==> config.mk <==
export PLATFORM = sky130hd
export DESIGN_NAME = accalu
export DESIGN_NICKNAME = d
export VERILOG_FILES = /design/src/rtl/accalu_pkg.sv /design/src/rtl/accalu_adder.sv /design/src/rtl/accalu_bitops.sv /design/src/rtl/accalu_flagreg.sv /design/src/rtl/accalu.sv
export SDC_FILE = /design/constraint.sdc
export NUM_CORES = 1
export LEC_CHECK = 0
export BUFFER_PORTS_ARGS = -buffer_cell sky130_fd_sc_hd__clkbuf_2
export CAP_MARGIN = 20
export CORE_MARGIN = 3
export CORE_UTILIZATION = 35
export CTS_BUF_LIST = sky130_fd_sc_hd__clkbuf_8
export DETAILED_ROUTE_END_ITERATION = 8
export SLEW_MARGIN = 20
export SYNTH_ARGS = -nofsm -noshare
export SYNTH_HDL_FRONTEND = slang
export SYNTH_HIERARCHICAL = 1
export SYNTH_SLANG_ARGS = --single-unit
==> constraint.sdc <==
create_clock -name clk -period 13.4 [get_ports clk]
set_clock_uncertainty 0.2 [all_clocks]
set_input_delay 2.01 -clock clk [delete_from_list [all_inputs] [get_ports clk]]
set_output_delay 2.01 -clock clk [all_outputs]
set_load 0.02 [all_outputs]
==> src/rtl/accalu_pkg.sv <==
package accalu_pkg;

   typedef enum logic [1:0] {
      OP_ADD = 2'b00,
      OP_AND = 2'b01,
      OP_NEG = 2'b10,
      OP_SHR = 2'b11
   } alu_op_e;

   typedef struct packed {
      logic n;
      logic z;
      logic c;
      logic v;
   } status_t;

   localparam int STATUS_BITS = 4;

endpackage

==> src/rtl/accalu_adder.sv <==
module accalu_adder #(
   parameter int WIDTH       = 16,
   parameter bit RIPPLE_IMPL = 1'b0
) (
   input  logic [WIDTH-1:0] a_i,
   input  logic [WIDTH-1:0] b_i,
   input  logic             cin_i,
   output logic [WIDTH-1:0] sum_o,
   output logic             cout_o,
   output logic             ovf_o
);

   generate
      if (RIPPLE_IMPL) begin : g_ripple
         logic [WIDTH:0] cy;
         assign cy[0] = cin_i;
         for (genvar i = 0; i < WIDTH; i++) begin : g_bit
            assign sum_o[i]  = a_i[i] ^ b_i[i] ^ cy[i];
            assign cy[i+1]   = (a_i[i] & b_i[i]) | (cy[i] & (a_i[i] ^ b_i[i]));
         end
         assign cout_o = cy[WIDTH];
         assign ovf_o  = cy[WIDTH] ^ cy[WIDTH-1];
      end else begin : g_behav
         logic [WIDTH:0] wide;
         assign wide   = {1'b0, a_i} + {1'b0, b_i} + {{WIDTH{1'b0}}, cin_i};
         assign sum_o  = wide[WIDTH-1:0];
         assign cout_o = wide[WIDTH];
         assign ovf_o  = (a_i[WIDTH-1] == b_i[WIDTH-1]) &&
                         (wide[WIDTH-1] != a_i[WIDTH-1]);
      end
   endgenerate

endmodule

==> src/rtl/accalu_bitops.sv <==
module accalu_bitops #(
   parameter int WIDTH = 16
) (
   input  logic [WIDTH-1:0] a_i,
   input  logic [WIDTH-1:0] b_i,
   output logic [WIDTH-1:0] and_o,
   output logic [WIDTH-1:0] shr_o,
   output logic             shr_out_bit_o
);

   assign and_o         = a_i & b_i;
   assign shr_o         = {1'b0, a_i[WIDTH-1:1]};
   assign shr_out_bit_o = a_i[0];

endmodule

==> src/rtl/accalu_flagreg.sv <==
module accalu_flagreg
   import accalu_pkg::*;
(
   input  logic    clk,
   input  logic    rst_n,
   input  logic    we_i,
   input  status_t next_i,
   output status_t flags_o
);

   always_ff @(posedge clk or negedge rst_n) begin
      if (!rst_n)
         flags_o <= '0;
      else if (we_i)
         flags_o <= next_i;
   end

   // without the strobe the word must not move
   assert_flags_hold_R10 : assert property (@(posedge clk) disable iff (!rst_n)
      !we_i |=> $stable(flags_o))
      else $error("status word changed without strobe");

   // with the strobe the word takes the presented value
   assert_flags_load_R10 : assert property (@(posedge clk) disable iff (!rst_n)
      we_i |=> (flags_o == $past(next_i)))
      else $error("status word missed a strobed update");

endmodule

==> src/rtl/accalu.sv <==
module accalu
   import accalu_pkg::*;
#(
   parameter int WIDTH       = 16,
   parameter bit RIPPLE_IMPL = 1'b0
) (
   input  logic             clk,
   input  logic             rst_n,
   input  logic [WIDTH-1:0] acc_i,
   input  logic [WIDTH-1:0] mbr_i,
   input  logic [1:0]       op_i,
   input  logic             flag_we_i,
   output logic [WIDTH-1:0] result_o,
   output logic [3:0]       flags_o
);

   localparam logic [WIDTH-1:0] ZERO_W  = '0;
   localparam logic [WIDTH-1:0] MIN_NEG = {1'b1, {(WIDTH-1){1'b0}}};

   generate
      if (WIDTH < 2) begin : g_bad_width
         $error("accalu: WIDTH must be at least 2");
      end
   endgenerate

   alu_op_e op;
   assign op = alu_op_e'(op_i);

   // shared carry chain: add uses (acc, mbr, 0), negate uses (~acc, 0, 1)
   logic [WIDTH-1:0] add_a, add_b, add_sum;
   logic             add_cin, add_cout, add_ovf;
   logic             is_neg;

   assign is_neg  = (op == OP_NEG);
   assign add_a   = is_neg ? ~acc_i : acc_i;
   assign add_b   = is_neg ? ZERO_W : mbr_i;
   assign add_cin = is_neg;

   accalu_adder #(
      .WIDTH       (WIDTH),
      .RIPPLE_IMPL (RIPPLE_IMPL)
   ) u_adder (
      .a_i    (add_a),
      .b_i    (add_b),
      .cin_i  (add_cin),
      .sum_o  (add_sum),
      .cout_o (add_cout),
      .ovf_o  (add_ovf)
   );

   logic [WIDTH-1:0] and_res, shr_res;
   logic             shr_bit;

   accalu_bitops #(
      .WIDTH (WIDTH)
   ) u_bitops (
      .a_i           (acc_i),
      .b_i           (mbr_i),
      .and_o         (and_res),
      .shr_o         (shr_res),
      .shr_out_bit_o (shr_bit)
   );

   status_t next_flags, cur_flags;
   logic [WIDTH-1:0] res;

   always_comb begin
      res          = add_sum;
      next_flags.c = add_cout;
      next_flags.v = add_ovf;
      unique case (op)
         OP_ADD, OP_NEG: begin
            res          = add_sum;
            next_flags.c = add_cout;
            next_flags.v = add_ovf;
         end
         OP_AND: begin
            res          = and_res;
            next_flags.c = 1'b0;
            next_flags.v = 1'b0;
         end
         OP_SHR: begin
            res          = shr_res;
            next_flags.c = shr_bit;
            next_flags.v = 1'b0;
         end
         default: ;
      endcase
      next_flags.n = res[WIDTH-1];
      next_flags.z = (res == ZERO_W);
   end

   assign result_o = res;

   accalu_flagreg u_flags (
      .clk     (clk),
      .rst_n   (rst_n),
      .we_i    (flag_we_i),
      .next_i  (next_flags),
      .flags_o (cur_flags)
   );

   assign flags_o = cur_flags;

   // shifted result never carries a one in the top bit
   assert_shr_msb_zero_R4 : assert property (@(posedge clk) disable iff (!rst_n)
      (op_i == 2'b11) |-> (result_o[WIDTH-1] == 1'b0))
      else $error("shift left a one in the top bit");

   // committed N follows the top bit of the result
   assert_neg_flag_R5 : assert property (@(posedge clk) disable iff (!rst_n)
      flag_we_i |=> (flags_o[3] == $past(result_o[WIDTH-1])))
      else $error("N flag does not follow result sign");

   // negate carry and overflow depend only on the accumulator value
   assert_negate_flags_R7 : assert property (@(posedge clk) disable iff (!rst_n)
      (flag_we_i && op_i == 2'b10) |=>
         (flags_o[1] == ($past(acc_i) == ZERO_W)) &&
         (flags_o[0] == ($past(acc_i) == MIN_NEG)))
      else $error("negate C/V wrong");

   // shift carry is the departing low bit
   assert_shift_carry_R8 : assert property (@(posedge clk) disable iff (!rst_n)
      (flag_we_i && op_i == 2'b11) |=>
         (flags_o[1] == $past(acc_i[0])) && !flags_o[0])
      else $error("shift C/V wrong");

   // AND leaves carry and overflow clear
   assert_and_clears_cv_R9 : assert property (@(posedge clk) disable iff (!rst_n)
      (flag_we_i && op_i == 2'b01) |=> (flags_o[1:0] == 2'b00))
      else $error("AND set C or V");

endmodule

# Yosys cells after proc, flatten, opt, wreduce, memory -nomap -nowiden

Index checks and enable logic that the tools add are counted.

Output and inout port bits: 20
Bits in registers: 4

Add/sub/neg operators: 2
Reductions and logical operators: 4
Equality and inequality tests: 5
Multiplexer cells: 4
Bitwise logic cells: 2

Operators by type and width:

| operator                                                              | count |
|---|---|
| 16-bit one-hot mux with 3 select lines                                | 1 |
| 16-bit 2-to-1 mux                                                     | 2 |
| 16-bit by 16-bit adder with 17-bit output                             | 1 |
| 17-bit by 1-bit adder with 17-bit output                              | 1 |
| 16-bit AND                                                            | 1 |
| 16-bit logical NOT                                                    | 1 |
| 16-bit NOT                                                            | 1 |
| 2-bit one-hot mux with 3 select lines                                 | 1 |
| 2-bit equality test, second input constant                            | 2 |
| 2-bit by 1-bit equality test with 1-bit output, second input constant | 1 |
| 2-bit logical NOT                                                     | 1 |
| 2-bit OR reduction                                                    | 1 |
| 1-bit equality test                                                   | 1 |
| 1-bit logical AND                                                     | 1 |
| 1-bit != test                                                         | 1 |

# Longest topological paths before layout

Depth after elaboration: 7
Mapped depth: 17

# By module

The synthesis kept the hierarchy.

By module, submodules not included:

| module         | area each (um^2) | cells an instance | times used |
|---|---|---|---|
| accalu_adder   | 784.5            | 99                | 1 |
| accalu         | 684.4            | 102               | 1 |
| accalu_bitops  | 231.5            | 34                | 1 |
| accalu_flagreg | 145.1            | 8                 | 1 |

# Worst setup path before layout

OpenSTA, ideal clock, no wires.

Path type: input to output
Start: input port op_i[1]
End: output port result_o[12]
Stages: 14
Buffers on the path: 3
Arrival: 5,122 ps
Required time: 11,190 ps
Setup slack: 6,068 ps
Cells stage by stage: buf_6 -> or2b_1 -> clkbuf_1 -> buf_2 -> xnor2_1 -> fa_1 -> fa_1 -> a211oi_1 -> o21bai_1 -> o22a_1 -> a21oi_1 -> xnor2_1 -> nor2_1 -> a21oi_1

Cells in the longest elaborated chain, start to end: 5
Elaborated cells on any way between the ends: 10
Those cells by class: add/sub (2); eq/ne (3); mux (3); reduce/logical (2)

Ends and longest elaborated chain:

| what                                      | RTL line           | source |
|---|---|---|
| from (decl)                               | accalu.sv:11       | `input logic [1:0] op_i,` |
| 2-bit equality test                       | accalu.sv:34       | `assign is_neg = (op == OP_NEG);` |
| 16-bit 2-to-1 mux                         | accalu.sv:35       | `assign add_a = is_neg ? ~acc_i : acc_i;` |
| named net add_a[0]                        | accalu.sv:30       | `logic [WIDTH-1:0] add_a, add_b, add_sum;` |
| 16-bit by 16-bit adder with 17-bit output | accalu_adder.sv:25 | `assign wide = {1'b0, a_i} + {1'b0, b_i} + {{WIDTH{1'b0}}, cin_i};` |
| 17-bit by 1-bit adder with 17-bit output  | accalu_adder.sv:25 |  |
| named net add_sum[12]                     | accalu.sv:30       |  |
| 16-bit one-hot mux with 3 select lines    | accalu.sv:71       | `unique case (op)` |
| to (decl)                                 | accalu.sv:13       | `output logic [WIDTH-1:0] result_o,` |

The timed path passes the listed nets, and every way through them passes these cells.

# Final worst setup path

Start: input port op_i[0]
End: output port result_o[12]

The elaborated chain is that of the path after synthesis.

==> results.md <==
* Pwr dens at 79.4 nW/um2
* Max Slew Vio Count at 0
* Sequential power share at 0.090
* First-pass GRT wire length at approximately 7300 um
* WS Path Type: in -> out
* Adder-Cell Fraction of Synth Area at 0.123
* Drt initial violations at 103
* Hold WC Path Type: reg -> reg
* Outcome: completed
* Synth Register Bits at 4
* Pre-CTS setup slack at 5.45 ns
* Die ar. at about 6200 um2
* Total Routed Length at 4300 um
* CTS sink cnt at 4
* Share of cells above drive strength 1 at 0.255
* Biggest register: u_flags/flags_o
* Max FFs per register at 4
* ANT nets after route at 0
* Distinct cells, synth at between 40 and 50
* Post-Syn Area per Cell at 7.59 um2
* Total CTS buffers at 3
* Total GRT Usage at 0.140
* DPL Wire Length at 3690 um
* F_max at 126 MHz
* Clock share of power at 0.153
* Ys Warns at 6
* Mapped Cells at 243
* Req. time, crit path at 11.19 ns
* Initial Util at 0.376
* Via count at 1,710
* Switching power at roughly 0.078 mW
* First-pass DRT Iterations at 4
* Setup TNS at 0 ns
* Fin nets at 331
* Post-synth EDFFs at 0
* Final Wtd Congestion at 0.835
* Clock latency on the worst-skew pair at 0.21 ns
* Vias per inst at around 5.0
* Port Buffers at 56
* Clk root buf: clkbuf_8
* Mapped Area at approximately 1800 um2
* Crit-path slowest cell: or2b_1
* Post-Synth Simple-Gate Area at 0.239
* Post-synthesis mux area share at 0.119
* Max-Cap Viols at 0
* Finished Layout Cells at 342
* DRC viols at 0
* Comb power frac at 0.758
* Commonest non-fill, non-tap cell in the layout: clkbuf_2
* Largest net degree at the start of global routing at 37
* Die width at slightly below 80 um
* Die Y at 78.6 um
* Final period utilization at 0.594
* Synth Area in Compound Gates at 0.205
* Int Power at 0.0848 mW
* Placed Instances at 339
* Switching Fraction at 0.479
* Fin. Hold Viols at 0
* Max incr delay on CP at between 0.5 and 0.6 ns
* Least-Margin Pin Slew at 0.656 ns
* Arr. time, crit path at 5.75 ns
* Post-DR wirelength/cell at approximately 13 um
* Sequential area share after synthesis at 0.0542
* Post-CTS sizing at 0
* CP Launch Type: input pin
* CTS max path bufs at 2
* Hold Buf Count CTS at 0
* H-Tree Depth at 1
* Post-synthesis async set-or-reset flop share at 1.00
* Core area at 4910 um2
* Rows at 25
* Initial antenna violation count at 0
* Worst Hold Slack at 0.303 ns
* # setup viols final at 0
* Synth Area in XOR/XNOR at 0.138
* Ys flop type: dfrtp_1
* Slew headroom at 0.563
* Fin util at 0.418
* Vias in the first global route at 1,628
* Regs by FF count: u_flags/flags_o x4
* Leak pwr at 1.00 nW
* Ports at 57
* Largest family of logic cells by synthesized area: simple AND/OR/NAND/NOR gates
* CP max FO at 36
* CP endpoint kind: output port
* Most frequent cells in the layout: 56 x clkbuf_2, 35 x and2_1, 30 x a21oi_1
* Clk slew on worst S/H paths at ~0.030 ns
* Unrepaired setup endpoints after global routing: no
* Diodes inserted at 0
* Area grow syn2layout at 11.2%
* Setup bufs post-CTS at 0
* Minimum clock period at 7.96 ns
* Syn_nets at 297
* CP cell instances: clkbuf_2, or2b_1, xnor2_1, fa_1, fa_1, a211oi_1, o21bai_1, o22a_1, a21oi_1, xnor2_1, nor2_1, a21oi_1, clkbuf_2
* CTS tree: yes
* Fin worst setup slack at 5.44 ns
* Grt ovf at 0
* Max VDD drop at 46.4 uV
## worst max-delay path, delay by kind of cell
family	cells	cell delay, ns
simple gates	2	0.62
xor+xnor	2	0.33
compound gates	5	1.12
buf+inv	2	0.71
fa+ha+maj	2	0.94
## layout make-up
cell class | instances | area (um2)
inverters | 4 | 15.0
repair buffers | 57 | 288
multi-input cells | 207 | 1520
well taps | 67 | 83.8
flip-flops and latches | 4 | 100
fillers | 524 | 2860
clock buffers | 3 | 41.3
## per-layer routing
| metal | track usage | wire (um) | vias up |
|---|---|---|---|
| met1 | 0.183 | 2030 | 769 |
| li1 | - | - | 900 |
| met4 | 0.00524 | 0 | 0 |
| met2 | 0.255 | 2100 | 41 |
| met3 | 0.0218 | 168 | 0 |
| met5 | 0 | 0 | - |
## synth_stat cells, types with 2 or more instances
library cell  number  area, um2
xor2_1             8       70.1
mux2_2             4       45.0
nor4_1             4       25.0
buf_2              5       25.0
and2_1            35        219
nand2_1            9       33.8
a211oi_1           2       15.0
nor2_1            19       71.3
and3_1             3       18.8
inv_1              4       15.0
a21o_1             4       30.0
dfrtp_1            4        100
a31oi_1            2       12.5
o21ai_1            2       10.0
a21oi_1           30        150
xnor2_1           21        184
buf_4             19        143
fa_1               2       40.0
o21ai_0            6       30.0
clkbuf_1           2       7.51
mux2i_1           16        160
ha_1              15        188
nand3_1            4       20.0
## metrics by stage
| step | cell area [um2] | total power, mW |
|---|---|---|
| after floorplan | 1850 | 0.112 |
| after global placement | 2010 | 0.138 |
| after detailed placement | 2010 | 0.138 |
| after CTS | 2050 | 0.164 |
| after global routing | 2050 | 0.179 |
| final | 2050 | 0.163 |
## power by group through the flow
stage | Combinational [mW] | Sequential, mW | Clock [mW]
2_1_floorplan | 0.0956 | 0.0167 | 0
3_3_place_gp | 0.123 | 0.0146 | 0
3_5_place_dp | 0.123 | 0.0147 | 0
4_1_cts | 0.124 | 0.0146 | 0.0256
5_1_grt | 0.137 | 0.0148 | 0.0270
6_report | 0.123 | 0.0146 | 0.0249
## kinds of logic after synthesis
group | Yosys count
AOI/OAI and AO/OA | 58
xor gates and xnor gates | 29
adders and majority gates | 17
buffers and inverters | 32
DFF | 4
muxes | 21
other | 1
and+or+nand+nor | 81
## worst paths after layout
kind / startpoint / endpoint / slack (ns) / depth (start not counted)
min in group asynchronous: rst_n / u_flags/flags_o[0] / 1.40 / 1
max in group asynchronous: rst_n / u_flags/flags_o[3] / 11.47 / 1
worst max register to register: u_flags/flags_o[1] / u_flags/flags_o[1] / 12.44 / 1
worst max-delay path: op_i[0] / result_o[12] / 5.44 / 13
worst min-delay path: u_flags/flags_o[3] / u_flags/flags_o[3] / 0.30 / 1
worst min register to register: u_flags/flags_o[3] / u_flags/flags_o[3] / 0.30 / 1
No activity file was read; power rests on OpenSTA's default activity.
